$ cat src/rtl/pwm_ld_pkg.sv
package pwm_ld_pkg;
    localparam int unsigned NUM_CH     = 3;
    localparam int unsigned PROG_DEPTH = 64;
    localparam logic [7:0]  CTRL_ADDR  = 8'h30;
    localparam logic [7:0]  PORT_BASE  = 8'h38;
endpackage

$ cat src/rtl/pwm_ld_decode.sv
module pwm_ld_decode #(
    parameter int unsigned NCH       = 3,
    parameter logic [7:0]  CTRL_ADDR = 8'h30,
    parameter logic [7:0]  PORT_BASE = 8'h38
) (
    input  logic           wr_en,
    input  logic [7:0]     addr,
    input  logic [NCH-1:0] en_q,
    output logic           ctrl_wr,
    output logic [NCH-1:0] port_wr,
    output logic [7:0]     rdata
);
    assign ctrl_wr = wr_en && (addr == CTRL_ADDR);

    for (genvar g = 0; g < NCH; g++) begin : g_port
        localparam logic [7:0] PADDR = PORT_BASE + 8'(g);
        assign port_wr[g] = wr_en && (addr == PADDR);
    end

    // Only the control register returns data; ports and holes read zero
    always_comb begin
        rdata = 8'h00;
        if (addr == CTRL_ADDR) begin
            rdata = {{(8-NCH){1'b0}}, en_q};
        end
    end

    always_comb begin
        a_r4_port_onehot: assert ($onehot0(port_wr));
        a_r4_ctrl_port_excl: assert (!(ctrl_wr && (port_wr != '0)));
    end
endmodule

$ cat src/rtl/pwm_ld_channel.sv
module pwm_ld_channel #(
    parameter int unsigned DEPTH = 64,
    localparam int unsigned AW   = $clog2(DEPTH),
    localparam int unsigned LW   = AW + 1
) (
    input  logic          clk,
    input  logic          rst_n,
    input  logic          wr,
    input  logic          clr,
    input  logic [7:0]    wdata,
    input  logic [AW-1:0] rd_addr,
    output logic [15:0]   rd_data,
    output logic [LW-1:0] len
);
    typedef struct packed {
        logic          phase;   // 1: high byte held, low byte next
        logic [7:0]    hi;
        logic [LW-1:0] len;
    } ld_state_t;

    ld_state_t st_d, st_q;
    logic      commit;
    logic [15:0] mem_q [DEPTH];

    always_comb begin
        st_d   = st_q;
        commit = 1'b0;
        if (clr) begin
            st_d.phase = 1'b0;
            st_d.len   = '0;
        end else if (wr) begin
            if (!st_q.phase) begin
                st_d.hi    = wdata;
                st_d.phase = 1'b1;
            end else begin
                st_d.phase = 1'b0;
                if (st_q.len < LW'(DEPTH)) begin
                    commit   = 1'b1;
                    st_d.len = st_q.len + 1'b1;
                end
            end
        end
    end

    always_ff @(posedge clk or negedge rst_n) begin
        if (!rst_n) begin
            st_q <= '0;
        end else begin
            st_q <= st_d;
        end
    end

    always_ff @(posedge clk) begin
        if (commit) begin
            mem_q[st_q.len[AW-1:0]] <= {st_q.hi, wdata};
        end
    end

    assign rd_data = mem_q[rd_addr];
    assign len     = st_q.len;

    a_r6_len_bound: assert property (@(posedge clk) disable iff (!rst_n)
        st_q.len <= LW'(DEPTH));
    a_r5_len_step: assert property (@(posedge clk) disable iff (!rst_n)
        (wr && !clr && st_q.phase && st_q.len < LW'(DEPTH)) |=> (st_q.len == $past(st_q.len) + 1'b1));
    a_r6_no_overflow: assert property (@(posedge clk) disable iff (!rst_n)
        (!clr && st_q.len == LW'(DEPTH)) |=> (st_q.len == LW'(DEPTH)));
    a_r7_rewind: assert property (@(posedge clk) disable iff (!rst_n)
        clr |=> (st_q.len == '0 && !st_q.phase));
    a_r9_hi_holds: assert property (@(posedge clk) disable iff (!rst_n)
        (wr && !clr && !st_q.phase) |=> ($stable(st_q.len) && st_q.phase));
endmodule

$ cat src/rtl/pwm_prog_loader.sv
module pwm_prog_loader #(
    parameter int unsigned NCH       = pwm_ld_pkg::NUM_CH,
    parameter int unsigned DEPTH     = pwm_ld_pkg::PROG_DEPTH,
    parameter logic [7:0]  CTRL_ADDR = pwm_ld_pkg::CTRL_ADDR,
    parameter logic [7:0]  PORT_BASE = pwm_ld_pkg::PORT_BASE,
    localparam int unsigned AW       = $clog2(DEPTH),
    localparam int unsigned LW       = AW + 1
) (
    input  logic              clk,
    input  logic              rst_n,
    input  logic              wr_en,
    input  logic [7:0]        addr,
    input  logic [7:0]        wdata,
    output logic [7:0]        rdata,
    output logic [NCH-1:0]    chan_en,
    output logic [NCH*LW-1:0] prog_len,
    input  logic [NCH*AW-1:0] eng_raddr,
    output logic [NCH*16-1:0] eng_rdata
);
    typedef struct packed {
        logic [NCH-1:0] en;
    } top_state_t;

    top_state_t     st_d, st_q;
    logic           ctrl_wr;
    logic [NCH-1:0] port_wr;
    logic [NCH-1:0] clr;

    pwm_ld_decode #(
        .NCH(NCH), .CTRL_ADDR(CTRL_ADDR), .PORT_BASE(PORT_BASE)
    ) u_dec (
        .wr_en(wr_en), .addr(addr), .en_q(st_q.en),
        .ctrl_wr(ctrl_wr), .port_wr(port_wr), .rdata(rdata)
    );

    always_comb begin
        st_d = st_q;
        clr  = '0;
        if (ctrl_wr) begin
            st_d.en = wdata[NCH-1:0];
            clr     = st_q.en & ~wdata[NCH-1:0];
        end
    end

    always_ff @(posedge clk or negedge rst_n) begin
        if (!rst_n) begin
            st_q <= '0;
        end else begin
            st_q <= st_d;
        end
    end

    assign chan_en = st_q.en;

    for (genvar g = 0; g < NCH; g++) begin : g_ch
        pwm_ld_channel #(.DEPTH(DEPTH)) u_ch (
            .clk(clk), .rst_n(rst_n),
            .wr(port_wr[g]), .clr(clr[g]), .wdata(wdata),
            .rd_addr(eng_raddr[g*AW +: AW]),
            .rd_data(eng_rdata[g*16 +: 16]),
            .len(prog_len[g*LW +: LW])
        );
    end

    a_r3_hold_en: assert property (@(posedge clk) disable iff (!rst_n)
        !ctrl_wr |=> $stable(chan_en));
    a_r2_load_en: assert property (@(posedge clk) disable iff (!rst_n)
        ctrl_wr |=> (chan_en == $past(wdata[NCH-1:0])));
    always_comb begin
        a_r2_upper_zero: assert (addr != CTRL_ADDR || rdata[7:NCH] == '0);
        a_r8_port_reads_zero: assert (addr == CTRL_ADDR || rdata == 8'h00);
    end
endmodule

$ cat config.mk
export PLATFORM = sky130hd
export DESIGN_NAME = pwm_prog_loader
export DESIGN_NICKNAME = d
export VERILOG_FILES = /design/src/rtl/pwm_ld_pkg.sv /design/src/rtl/pwm_ld_decode.sv /design/src/rtl/pwm_ld_channel.sv /design/src/rtl/pwm_prog_loader.sv
export SDC_FILE = /design/constraint.sdc
export NUM_CORES = 2
export LEC_CHECK = 0
export BUFFER_PORTS_ARGS = -buffer_cell sky130_fd_sc_hd__buf_4
export CAP_MARGIN = 5
export CORE_MARGIN = 3
export CORE_UTILIZATION = 25
export CTS_CLUSTER_SIZE = 12
export DETAILED_ROUTE_END_ITERATION = 8
export GPL_TIMING_DRIVEN = 0
export SYNTH_ARGS = -nofsm -noshare
export SYNTH_HDL_FRONTEND = slang
export SYNTH_SLANG_ARGS = --single-unit
$ cat constraint.sdc
create_clock -name clk -period 6.2 [get_ports clk]
set_input_delay 1.24 -clock clk [delete_from_list [all_inputs] [get_ports clk]]
set_output_delay 1.24 -clock clk [all_outputs]
set_load 0.005 [all_outputs]
# Yosys cells after proc, flatten, opt, wreduce, memory -nomap -nowiden
# Memory sizes are Yosys's and may differ from the RTL's.
# Cells that the tools add are included.
# totals
regBits	51
mem_bits_rw	3072
output_inout_bits	80
wordCells	91
memories	3
# mem_list
name	words	width	read_ports	rd_ports_with_merged_regs	wr	line	rtl
g_ch[0].u_ch.mem_q	64	16	1	0	1	pwm_ld_channel.sv:23	logic [15:0] mem_q [DEPTH];
g_ch[1].u_ch.mem_q	64	16	1	0	1	pwm_ld_channel.sv:23	
g_ch[2].u_ch.mem_q	64	16	1	0	1	pwm_ld_channel.sv:23	
# classes
n_addsub	3
order_cmp	3
n_eq_ne	4
n_mux	41
bitwise_logic	8
reduce_logical	19
# ops
op	count
$mux W7	9
$mux W16	3
$eq A8 B6 Y1 const B	4
$mux W1	24
$mux W8	3
$add A7 B1 Y7 const B	3
$lt A7 B7 Y1 const B	3
$reduce_and A3 Y1	6
$reduce_bool A2 Y1	9
$mux W3	2
$not A1 Y1	6
$logic_and A1 B1 Y1	4
$and A3 B3 Y3	1
$not A3 Y3	1

# Longest topological paths before layout
# depth
depth_word	7
depth_mapped	10
mapped_depth_nobuf	5

# By module
# A second synthesis with hierarchy kept.
# hier_totals
cells_unflattened	5589
area_unflattened_um2	121262.6
# modules_own_cells
mod	n_inst	cells_each	area_per_inst_um2
pwm_ld_channel	3	1852	40309.9
pwm_ld_decode	1	24	193.9
pwm_prog_loader	1	9	138.9

# Worst setup path after synthesis
# Ideal clock, no wire load.
# synth_path
path_type	input -> output
start	input port eng_raddr[12]
end	output port eng_rdata[33]
arrival_ps	2972
slack_ps	1988
path_stages	7
n_path_buf	3
cell_sequence	buf_4 -> buf_2 -> buf_2 -> mux4_2 -> o221ai_1 -> o21ai_0 -> a22o_1
# synth_between
elab_chain_len	1
# synth_lines
item	line	rtl
start, declared	pwm_prog_loader.sv:17	input logic [NCH*AW-1:0] eng_raddr,
$mem_v2 Z64 W16	-	
end, declared	pwm_prog_loader.sv:18	output logic [NCH*16-1:0] eng_rdata
# Every way passes these cells.

# Worst setup path in the final report
# layout_path
start	input port eng_raddr[14]
end	output port eng_rdata[41]
# Same word-level chain as after synthesis.

==> summary by stage <==
Clock tree
The H-tree was split into 5 levels. The clock reaches the later pin of the worst-skew pair after 960 ps. The clock tree root buffer cell is sky130_fd_sc_hd__clkbuf_16. The CTS tree is yes. In this run the deepest clock path goes through 4 buffers. Clock tree synthesis found a total of 3123 sinks. Clock tree synthesis inserted a total of 324 buffers. The post-cts hold buffer count is 0. Clock-pin slew was measured on the worst setup and hold paths at 70 ps.

Global routing
The number of antenna violations at the first check in global routing is 15. The first global-routing pass estimated 472000 um of wire. Global routing used 13.3% of the available tracks. Entering global routing, the biggest net connects 147 pins.

Summed over all layers, the global routing overflow is 0. The via count of the first global-routing pass is 61262.

Route
The detailed-route wire length is 336000 um. Using the TritonRoute via totals, the vias-per-cell ratio works out to 4.81. The count of nets left with antenna violations once routing finished came out at 0. The average wire length per cell after detail routing is 26.7 um. The pre-antenna-repair detailed-routing pass consisted of 8 iterations. The total via count in the routed design is 60641. The detailed router finished its first iteration with 8854 violations. The count of unresolved DRC violations after routing is 0.

Hold path
The worst hold path belongs to the class input pin to async pin.

Power and ir drop
The analysis attributes to cell leakage a power of 0.0442 uW. In this run the power density over the cells is 305 nW/um^2. The peak supply drop is 267 uV.

Logic synthesis
The synthesized netlist contains 66 unique library cells. The portion of synthesized area spent on multiplexers is 15.7%. The top flip-flop cell by instance count after synthesis is sky130_fd_sc_hd__edfxtp_1. In this run, synthesis produced a sequential element count of 3123. The synthesized netlist devotes 0.0313% of its cell area to adder and majority cells. In this run, synthesis inferred 3072 flip-flops with an integrated enable. The share of async-settable or async-resettable flops after synthesis is 1.63%. By area the synthesized netlist is led by sky130_fd_sc_hd__edfxtp_1 77%, sky130_fd_sc_hd__mux4_2 14%, sky130_fd_sc_hd__dfrtp_1 1.1%, sky130_fd_sc_hd__o22ai_1 0.85%, sky130_fd_sc_hd__mux2i_1 0.77%.

Summing the sequential cell areas from Yosys gives 78.1% of the chip area. sky130_fd_sc_hd__edfxtp_1 takes more of the synthesized area than any other cell. The fraction of the mapped netlist area in compound gates is 2.47%. The count of yosys warnings during synthesis is 0.

By area, the combinational part of the netlist is dominated by multiplexers. The top-area cell type share of the netlist area is 77.0%. The mean post-synth cell area is 22.4 sq um. The synthesized instance count is 5356.

The synthesized-area fraction occupied by xor and xnor cells is 0.0658%. The simple-gate share of the synthesized area is 2.31%. The post-synthesis instance area is 120000 sq um.

Timing
The final critical-path required period is 6240 ps. The worst slew slack as a fraction of its limit is 8.62%. The max-slew violation count is 0. The final setup violation count is 5. For the pin with the worst max-slew slack, the measured transition is 1370 ps. The total negative slack for setup checks is -126 ps. Setup repair after global routing left no endpoint under its margin. The maximum achievable frequency is 160 MHz. After layout, the worst setup slack is -36.5 ps. The maximum clock skew at final layout is 106 ps. The share of the cycle needed by the critical path after routing is 101%. The number of endpoints with negative hold slack in the final report was 0.

Floorplan
The chip width is 698 um. The core region is 476000 sq um. Once the floorplan was initialized, standard cells occupied 25.2% of the core. The row count is 253. The die outline area is 487000 sq um. 117 I/O pins were placed.

Measured along the y axis, the die boundary spans 698 um.

Cells and area
The synthesis-to-layout area growth is 19.1%. The share of the core filled with cells is 30.0%. The share of layout cells above drive strength 1 is 31.4%. The library cells used most frequently in the layout, excluding fill and tap cells, are 3072 x sky130_fd_sc_hd__edfxtp_1, 765 x sky130_fd_sc_hd__mux4_2, 327 x sky130_fd_sc_hd__clkbuf_16, 217 x sky130_fd_sc_hd__clkbuf_1, 194 x sky130_fd_sc_hd__nor2_2. The layout net count is 6046.

The most common cell after layout, fill and taps aside is sky130_fd_sc_hd__edfxtp_1. The layout has 45695 filler cells.

Critical path
The type of destination of the critical path is a primary output. The data required time at the worst endpoint is 4960 ps. Data arrives at the worst endpoint at 5000 ps. In this run the worst path has a maximum fanout of 10. The critical path is of the input pin to primary output type.

The launching element type of the critical path is an input pin.

Placement
The placer's final routability congestion estimate is 0.888. The setup slack at placement is -395 ps. The detailed placer's ending HPWL is 227000 um. Input and output buffers added on the ports amount to 102.

Job
The tool flagged a number of max-cap violations equal to 0.

Status
The checks that failed: setup timing. The run finished, with violations left.
## report_power, final
group | internal, uW | switching, uW | total, uW
Combinational | 752 | 1350 | 2100
Clock | 10100 | 8060 | 18100
Sequential | 23200 | 84.0 | 23300
## Yosys cell counts (6+ instances only)
| cell | count |
|---|---|
| sky130_fd_sc_hd__a2111oi_0 | 7 |
| sky130_fd_sc_hd__a211o_1 | 12 |
| sky130_fd_sc_hd__a211oi_1 | 38 |
| sky130_fd_sc_hd__a21oi_1 | 30 |
| sky130_fd_sc_hd__a221oi_1 | 13 |
| sky130_fd_sc_hd__a22o_1 | 18 |
| sky130_fd_sc_hd__a22oi_1 | 63 |
| sky130_fd_sc_hd__a31oi_1 | 6 |
| sky130_fd_sc_hd__a32o_1 | 8 |
| sky130_fd_sc_hd__and2_1 | 15 |
| sky130_fd_sc_hd__buf_1 | 30 |
| sky130_fd_sc_hd__buf_2 | 86 |
| sky130_fd_sc_hd__buf_4 | 74 |
| sky130_fd_sc_hd__clkbuf_1 | 120 |
| sky130_fd_sc_hd__dfrtp_1 | 51 |
| sky130_fd_sc_hd__edfxtp_1 | 3072 |
| sky130_fd_sc_hd__inv_1 | 6 |
| sky130_fd_sc_hd__mux2_2 | 55 |
| sky130_fd_sc_hd__mux2i_1 | 92 |
| sky130_fd_sc_hd__mux4_2 | 765 |
| sky130_fd_sc_hd__nand2_1 | 78 |
| sky130_fd_sc_hd__nand2b_1 | 18 |
| sky130_fd_sc_hd__nand3_1 | 31 |
| sky130_fd_sc_hd__nand3b_1 | 15 |
| sky130_fd_sc_hd__nand4_1 | 8 |
| sky130_fd_sc_hd__nor2_1 | 235 |
| sky130_fd_sc_hd__nor2b_1 | 53 |
| sky130_fd_sc_hd__nor3_1 | 37 |
| sky130_fd_sc_hd__nor4_1 | 13 |
| sky130_fd_sc_hd__o21ai_0 | 27 |
| sky130_fd_sc_hd__o221ai_1 | 9 |
| sky130_fd_sc_hd__o22ai_1 | 162 |
| sky130_fd_sc_hd__o311ai_0 | 9 |
| sky130_fd_sc_hd__or3_1 | 17 |
| sky130_fd_sc_hd__or3b_2 | 8 |
| sky130_fd_sc_hd__or4_1 | 7 |
| sky130_fd_sc_hd__xnor2_1 | 6 |
## routing by layer
metal / wire length, um / GRT usage [%] / part of all wire (%) / vias to the layer above
met5: 13 / 0 / 0.0039 / -
met4: 14100 / 5.04 / 4.2 / 2
met3: 35200 / 3.45 / 10 / 680
met2: 155000 / 20.9 / 46 / 3478
met1: 132000 / 17.8 / 39 / 32433
li1: - / - / - / 24048
## path summary, 6_finish.rpt
| check | depth (start not counted) | slack [ps] | endpoint | start |
|---|---|---|---|---|
| min in group clk | 2 | 530 | g_ch[2].u_ch.len[6] | g_ch[2].u_ch.len[6] |
| hold / removal | 1 | 390 | g_ch[1].u_ch.len[0] | rst_n |
| hold reg to reg | 2 | 530 | g_ch[2].u_ch.len[6] | g_ch[2].u_ch.len[6] |
| max in group asynchronous | 1 | 4950 | g_ch[2].u_ch.st_q[11] | rst_n |
| setup reg to reg | 6 | 2360 | g_ch[0].u_ch.mem_q[26][13] | g_ch[0].u_ch.len[3] |
| setup / recovery | 8 | -40 | eng_rdata[41] | eng_raddr[14] |
## area by class of cell
cell class,count,area [sq um],share of cell area [%]
antenna,12,30.0,0.0210
buffer,316,1620,1.14
clock buffer,438,8680,6.08
clock inverter,97,933,0.654
inverter,6,22.5,0.0158
multi-input combinational,1915,25100,17.6
sequential,3123,93600,65.6
tap,6375,7980,5.59
timing repair buffer,320,4730,3.32
## flip-flops by register name, summed over array words and instances (netlist names)
name and flops:
chan_en 3, g_ch.u_ch.st_q 27, g_ch.u_ch.len 21, g_ch.u_ch.mem_q 3072
## what timing repair did
| item | 4_1_cts | 5_1_grt |
|---|---|---|
| buffers inserted | 0 | 0 |
| gates resized for setup | 7 | 12 |
| endpoints found under the setup margin | 5 | 6 |
## worst max-delay path, cell delays in order
cell                       delay (ps)
sky130_fd_sc_hd__buf_4            130
sky130_fd_sc_hd__clkbuf_1        1010
sky130_fd_sc_hd__nand3b_1         350
sky130_fd_sc_hd__clkbuf_1         720
sky130_fd_sc_hd__o22ai_1          270
sky130_fd_sc_hd__nor3_1           740
sky130_fd_sc_hd__a32o_1           370
sky130_fd_sc_hd__buf_4            150
## per-stage QoR
| stage | instances | hold slack, ps | total power (uW) | instance area, sq um |
|---|---|---|---|---|
| 5_1_grt | 12591 | 431 | 44700 | 143000 |
| 3_3_place_gp | 11837 | 543 | 25700 | 129000 |
| 3_5_place_dp | 12055 | 515 | 25800 | 133000 |
| 4_1_cts | 12590 | 379 | 43800 | 143000 |
| 6_report | 12602 | 391 | 43500 | 143000 |
| 2_1_floorplan | 5360 | 486 | 24700 | 120000 |
## cells by family after synthesis
group	after synthesis
mux	912
other cells	1
simple gates	563
compound gates	423
flops	3123
xor+xnor	9
buf+inv	322
fa+ha+maj	3
Power figures use the tool's default switching activity.
